==> config.mk <==
export PLATFORM = sky130hd
export DESIGN_NAME = pclk_prescaler
export DESIGN_NICKNAME = d
export VERILOG_FILES = /design/src/rtl/presc_pkg.sv /design/src/rtl/presc_ctrl_reg.sv /design/src/rtl/presc_divider.sv /design/src/rtl/pclk_prescaler.sv
export SDC_FILE = /design/constraint.sdc
export NUM_CORES = 1
export LEC_CHECK = 0
export BUFFER_PORTS_ARGS = -buffer_cell sky130_fd_sc_hd__buf_2
export CAP_MARGIN = 20
export CORE_MARGIN = 4
export CORE_UTILIZATION = 30
export DETAILED_ROUTE_END_ITERATION = 16
export MAX_ROUTING_LAYER = met4
export PLACE_DENSITY = 0.58
export SYNTH_ARGS = -nofsm -noshare
export SYNTH_HDL_FRONTEND = slang
export SYNTH_SLANG_ARGS = --single-unit
==> constraint.sdc <==
create_clock -name clk -period 5.35 [get_ports clk]
set_clock_uncertainty 0.2 [all_clocks]
set_input_delay 0.535 -clock clk [delete_from_list [all_inputs] [get_ports clk]]
set_output_delay 0.535 -clock clk [all_outputs]
set_load 0.005 [all_outputs]
==> src/rtl/presc_pkg.sv <==
package presc_pkg;

    typedef enum logic [1:0] {
        PH_LOW    = 2'd0,
        PH_HIGH   = 2'd1,
        PH_BYPASS = 2'd2
    } phase_e;

endpackage

==> src/rtl/presc_ctrl_reg.sv <==
module presc_ctrl_reg #(
    parameter int RATIO_W    = 3,
    parameter int RESET_CODE = 2
) (
    input  logic               clk,
    input  logic               rst,
    input  logic               wr_en,
    input  logic               wr_unlock,
    input  logic [RATIO_W-1:0] wr_code,
    output logic [RATIO_W-1:0] code_q
);

    localparam logic [RATIO_W-1:0] CODE_INIT = RESET_CODE[RATIO_W-1:0];

    logic accept;
    assign accept = wr_en && wr_unlock;

    always_ff @(posedge clk) begin
        if (rst) begin
            code_q <= CODE_INIT;
        end else if (accept) begin
            code_q <= wr_code;
        end
    end

    // a locked write leaves the code untouched
    a_r4_locked_write: assert property (@(posedge clk) disable iff (rst)
        (wr_en && !wr_unlock) |=> $stable(code_q));

    // an unlocked write lands on the next edge
    a_r3_write_lands: assert property (@(posedge clk) disable iff (rst)
        (wr_en && wr_unlock) |=> (code_q == $past(wr_code)));

endmodule

==> src/rtl/presc_divider.sv <==
module presc_divider
    import presc_pkg::*;
#(
    parameter int RATIO_W    = 3,
    parameter int RESET_CODE = 2
) (
    input  logic               clk,
    input  logic               rst,
    input  logic [RATIO_W-1:0] code,
    output logic               div_clk,
    output logic               div_ce
);

    localparam logic [RATIO_W-1:0] ONE       = {{(RATIO_W-1){1'b0}}, 1'b1};
    localparam logic [RATIO_W-1:0] ZERO      = '0;
    localparam logic [RATIO_W-1:0] CODE_INIT = RESET_CODE[RATIO_W-1:0];

    phase_e             state_q, state_d;
    logic [RATIO_W-1:0] cnt_q, cnt_d;
    logic [RATIO_W-1:0] act_q, act_d;
    logic               half_done;

    assign half_done = (cnt_q == (act_q - ONE));

    // state register
    always_ff @(posedge clk) begin
        if (rst) begin
            state_q <= PH_LOW;
            cnt_q   <= ZERO;
            act_q   <= CODE_INIT;
        end else begin
            state_q <= state_d;
            cnt_q   <= cnt_d;
            act_q   <= act_d;
        end
    end

    // next-state logic
    always_comb begin
        state_d = state_q;
        cnt_d   = cnt_q;
        act_d   = act_q;
        unique case (state_q)
            PH_LOW: begin
                if (half_done) begin
                    cnt_d = ZERO;
                    if (code == ZERO) begin
                        state_d = PH_BYPASS;
                        act_d   = ZERO;
                    end else begin
                        state_d = PH_HIGH;
                        act_d   = code;
                    end
                end else begin
                    cnt_d = cnt_q + ONE;
                end
            end
            PH_HIGH: begin
                if (half_done) begin
                    state_d = PH_LOW;
                    cnt_d   = ZERO;
                end else begin
                    cnt_d = cnt_q + ONE;
                end
            end
            PH_BYPASS: begin
                if (code != ZERO) begin
                    state_d = PH_HIGH;
                    act_d   = code;
                    cnt_d   = ZERO;
                end
            end
            default: begin
                state_d = PH_LOW;
                cnt_d   = ZERO;
            end
        endcase
    end

    // output register
    always_ff @(posedge clk) begin
        if (rst) begin
            div_clk <= 1'b0;
            div_ce  <= 1'b0;
        end else begin
            div_clk <= (state_d == PH_HIGH);
            div_ce  <= (state_d == PH_BYPASS) ||
                       ((state_d == PH_HIGH) && (cnt_d == ZERO));
        end
    end

    // active ratio is frozen through a high half
    a_r8_ratio_frozen: assert property (@(posedge clk) disable iff (rst)
        (state_q == PH_HIGH) |=> $stable(act_q));

    // half-cycle counter stays within the active ratio
    a_r5_cnt_bound: assert property (@(posedge clk) disable iff (rst)
        (state_q != PH_BYPASS) |-> (cnt_q < act_q));

    // bypass is entered only from the low half
    a_r9_bypass_entry: assert property (@(posedge clk) disable iff (rst)
        $rose(state_q == PH_BYPASS) |-> ($past(state_q) == PH_LOW));

    // bypass is left only into a high half
    a_r9_bypass_exit: assert property (@(posedge clk) disable iff (rst)
        $fell(state_q == PH_BYPASS) |-> (state_q == PH_HIGH));

    // outside bypass the enable pulses only while the clock is high
    a_r6_ce_in_high: assert property (@(posedge clk) disable iff (rst)
        (div_ce && (state_q != PH_BYPASS)) |-> div_clk);

    // divided clock is low throughout bypass
    a_r7_bypass_low: assert property (@(posedge clk) disable iff (rst)
        (state_q == PH_BYPASS) |-> (!div_clk && div_ce));

endmodule

==> src/rtl/pclk_prescaler.sv <==
module pclk_prescaler #(
    parameter int DATA_W     = 16,
    parameter int RATIO_W    = 3,
    parameter int RESET_CODE = 2
) (
    input  logic              clk,
    input  logic              rst,
    input  logic              wr_en,
    input  logic              wr_unlock,
    input  logic [DATA_W-1:0] wdata,
    output logic [DATA_W-1:0] rdata,
    output logic              div_clk,
    output logic              div_ce
);

    localparam int PAD_W = DATA_W - RATIO_W;

    logic [RATIO_W-1:0] code_q;
    logic               unused_wdata_hi;

    assign unused_wdata_hi = ^wdata[DATA_W-1:RATIO_W];

    presc_ctrl_reg #(
        .RATIO_W    (RATIO_W),
        .RESET_CODE (RESET_CODE)
    ) i_ctrl (
        .clk       (clk),
        .rst       (rst),
        .wr_en     (wr_en),
        .wr_unlock (wr_unlock),
        .wr_code   (wdata[RATIO_W-1:0]),
        .code_q    (code_q)
    );

    presc_divider #(
        .RATIO_W    (RATIO_W),
        .RESET_CODE (RESET_CODE)
    ) i_div (
        .clk     (clk),
        .rst     (rst),
        .code    (code_q),
        .div_clk (div_clk),
        .div_ce  (div_ce)
    );

    assign rdata = {{PAD_W{1'b0}}, code_q};

    // after a reset edge the read value is the default code
    a_r1_reset_read: assert property (@(posedge clk)
        rst |=> (rdata == DATA_W'(RESET_CODE)));

endmodule

# Word-level counts from Yosys, hierarchy flattened
# Cells that the tools add are included.
[totals]
regBits = 13
input_bits = 20
output_inout_bits = 18
wordCells = 37
[op_classes]
addsub = 2
eq_ne = 7
mux = 12
n_reduce_logical = 10
[op_table]
columns = ["cell", "count"]
rows = [
  ["$mux 3", 5],
  ["$pmux 3 s2", 2],
  ["$mux 2", 4],
  ["$logic_not 3->1", 2],
  ["$pmux 2 s3", 1],
  ["$eq 2x1->1 const B", 2],
  ["$eq 2x2->1 const B", 2],
  ["$ne 2x1->1 const B", 2],
  ["$add 3x1->3 const B", 1],
  ["$eq 3x3->1", 1],
  ["$reduce_and 3->1", 1],
  ["$reduce_bool 3->1", 1],
  ["$sub 3x1->3 const B", 1],
  ["$logic_and 1x1->1", 2],
  ["$logic_not 2->1", 1],
  ["$reduce_bool 2->1", 1],
  ["$reduce_or 2->1", 1],
  ["$logic_or 1x1->1", 1],
]

# Logic depth before layout (Yosys ltp)
[depth]
word_depth = 7
depth_mapped = 6

# By module
# From an unflattened synthesis, not the netlist that was laid out.
[hier_totals]
hier_cells = 77
area_unflattened_um2 = 735.7
[modules_own_cells]
columns = ["mod", "instances", "cells_each", "area_each_um2", "seq_area_each_um2"]
rows = [
  ["presc_divider", 1, 52, 516.7, 200.2],
  ["presc_ctrl_reg", 1, 11, 117.6, 60.1],
  ["pclk_prescaler", 1, 14, 101.3, 0.0],
]

# Least setup slack after synthesis
# No wires, ideal clock.
[synth_timing]
path_type = "register to register"
from = "register i_div.act_q[0]"
to = "register i_div.act_q[1]"
setup_ps = 122
arrival_time_ps = 1751
t_required_ps = 5028
path_slack_ps = 3277
path_stages_with_launch = 7
period_less_slack_ps = 2073
cell_sequence = "dfxtp_1 > inv_1 > ha_1 > xor2_1 > a31oi_4 > a211o_2 > a221o_1"
[synth_between]
elab_chain_len = 4
[synth_lines]
columns = ["item", "line", "text"]
rows = [
  ["start, declared", "presc_divider.sv:20", "logic [RATIO_W-1:0] act_q, act_d;"],
  ["start signal, assigned", "presc_divider.sv:34", "act_q <= act_d;"],
  ["$sub 3x1->3", "presc_divider.sv:23", "assign half_done = (cnt_q == (act_q - ONE));"],
  ["$eq 3x3->1", "presc_divider.sv:23", ""],
  ["$ne 2x1->1 (no line)", "--", ""],
  ["$reduce_and 3->1 (no line)", "--", ""],
]
# Every way passes these cells.
# A chain may end at the register's enable or synchronous reset.

# Final worst setup path
# Same ends and word-level chain as after synthesis.

==> run metrics <==
status completed; dpl hpwl 941 um; wirelength, routed 1190 um; Post-synth EDFFs 0; Avg Vias per Cell 4.52; chip width 56.6 um; # nets final 112; RSZ-0062 raised after global routing no; top-area cell type share of the netlist area 36.7%; Longest Clk Path Bufs 2; area grow syn2layout 8.66%; WP data arrival 2.17 ns; first-pass GRT wire length 2070 um; critical setup path kind flop to flop; Final setup viols 0; post-CTS sizing 0; synthesized cell area 708 sq um; Worst setup EP type flop; reg-to-reg setup timing slack 3.16 ns; setup TNS 0 ns; n_diodes 0; leading area contributor after synthesis dfxtp_1; Syn Area/Cell 9.32 sq um; Ports 38; Post-CTS Setup Bufs 0; final hold vios 0; FF+latch area 260 sq um; Initial Util 31.7%; count of cell types in the netlist 28; core footprint 0.00223 sq mm; async set or reset register ratio after synthesis 0%; fmax 0.456 GHz; largest net degree at the start of global routing 13; # fillers 248; CTS tree done; fin crit share 41.0%; clock-pin slew on the worst setup and hold paths 0.08 ns; layout cell share with drive strength beyond 1 23.6%; Ys Warns 0; total power 0.000346 W; Top FF cell, synth dfxtp_1; clock latency at the later pin of the worst-skew pair 0.28 ns; CP max stage cell dfxtp_1; Pre-Repair DR Iteration Count 3; FF+latch count, synth 13; Num CTS Buffers 3; GP Congestion 0.670; vias in the first global route 491; Multi-input gate area 380 sq um; Worst Path Required 5.33 ns; Post-CTS Hold Fix Bufs 0; Global Route Usage Sum 8.67%; VDD IR max 0.000187 V; DR DRC count 0; grt ovf 0; LEAKAGE 0.371 nW; MaxCap Viol Count 0; CTS Sinks 13; ANT nets after route 0; Slew Viols, Final 0; # port buffers 11; critical path peak fanout 10; die area 0.00320 sq mm; Clock Tree Root clkbuf_4; top post-synthesis cells by area dfxtp_1 37%, buf_4 14%, nand2_1 4.2%; crit path time final 2.19 ns; worst-path cell chain inv_1 > ha_1 > xor2_1 > a31oi_4 > a211o_2 > a221o_1; CP peak stage delay 0.41 ns; worst min path class primary input to flop; Seq/Total Area, Yosys 36.7%; Row Count 17; Post-Syn Instances 76; via count 529; PD cells 449 mW/mm^2; initial antenna violation count 0; average wire per standard cell 10.1 um; H-tree depth 1; crit start category flop; commonest cells in the netlist 13 x buf_4, 13 x dfxtp_1, 8 x nand2_1; DRT iter0 DRCs 6; die height 56.6 um
state kept, by name, indices dropped and copies added (netlist names):
name and cells:
i_div.div_ce 1, i_div.cnt_q 3, i_div.div_clk 1, i_ctrl.code_q 3, i_div.act_q 3, i_div.state_q 2
cells by family (layout without fill, tap and decap cells):
logic type | count (synthesis) | after routing | share of synthesized area (%)
fa+ha+maj | 2 | 2 | 3.53
xor+xnor | 4 | 4 | 8.13
mux | 2 | 2 | 2.83
simple gates | 24 | 24 | 17.7
other cells | 1 | 13 | 0.530
flops | 13 | 13 | 36.7
compound gates | 13 | 13 | 14.7
buf+inv | 17 | 18 | 15.9
layout make-up:
| cell class | instances | share of cell area (%) |
|---|---|---|
| clock buffers | 3 | 2.93 |
| clock inverters | 1 | 0.650 |
| inverters | 3 | 1.46 |
| repair buffers | 11 | 7.15 |
| well taps | 28 | 4.55 |
| multi-input cells | 58 | 49.4 |
| flip-flops and latches | 13 | 33.8 |
path summary, 6_finish.rpt:
check                                     start                       endpoint  cells past startpoint
setup reg to reg    i_div.act_q[0]$_SDFFE_PP0P_    i_div.act_q[1]$_SDFFE_PP1P_                      6
hold reg to reg   i_ctrl.code_q[0]$_SDFFE_PP0P_  i_ctrl.code_q[0]$_SDFFE_PP0P_                      2
hold / removal                         wdata[1]  i_ctrl.code_q[1]$_SDFFE_PP1P_                      3
setup / recovery    i_div.act_q[0]$_SDFFE_PP0P_    i_div.act_q[1]$_SDFFE_PP1P_                      6
metal layers:
metal  GRT usage [%]  up-vias  part of all wire (%)
li1                -      264                     -
met2            12.5       20                    45
met1            10.0      241                    43
met4            4.07        0                   1.9
met3            4.14        4                   9.8
met5               -        -                     0
layout by cell type (no fill, tap or decap), types with 2 or more instances in the layout:
| master | instances |
|---|---|
| conb_1 | 13 |
| dfxtp_1 | 13 |
| buf_2 | 11 |
| nand2_1 | 8 |
| a21oi_1 | 5 |
| nand3_1 | 4 |
| inv_1 | 3 |
| nor2_1 | 3 |
| clkbuf_4 | 3 |
| xor2_1 | 2 |
| nor3_1 | 2 |
| nor4b_1 | 2 |
| mux2i_1 | 2 |
| and3_2 | 2 |
| ha_1 | 2 |
through the flow:
| stage | std cells | instance area [sq um] | utilization, % | setup WS [ns] | hold slack [ns] |
|---|---|---|---|---|---|
| after floorplan | 88 | 753 | - | 3.28 | 0.256 |
| after global placement | 113 | 742 | 33.2 | 3.18 | 0.280 |
| after detailed placement | 113 | 742 | 33.2 | 3.15 | 0.281 |
| after CTS | 117 | 769 | 34.5 | 3.14 | 0.271 |
| after global routing | 117 | 769 | 34.5 | 3.06 | 0.279 |
| final | 117 | 769 | 34.5 | 3.16 | 0.278 |
power breakdown:
| part | switching [W] | internal (W) | total, W |
|---|---|---|---|
| logic | 0.0000706 | 0.0000691 | 0.000140 |
| clock network | 0.0000335 | 0.0000278 | 0.0000613 |
| registers | 0.0000232 | 0.000122 | 0.000145 |
| total | 0.000127 | 0.000218 | 0.000346 |
critical path: cells and delay by family (launching register included):
kind	cells	cell delay (ns)
AO/OA/AOI/OAI	3	0.85
XOR/XNOR	1	0.26
adder cells (fa/ha/maj)	1	0.31
buffers and inverters	1	0.06
flip-flops	1	0.41
Power figures use the tool's default switching activity.
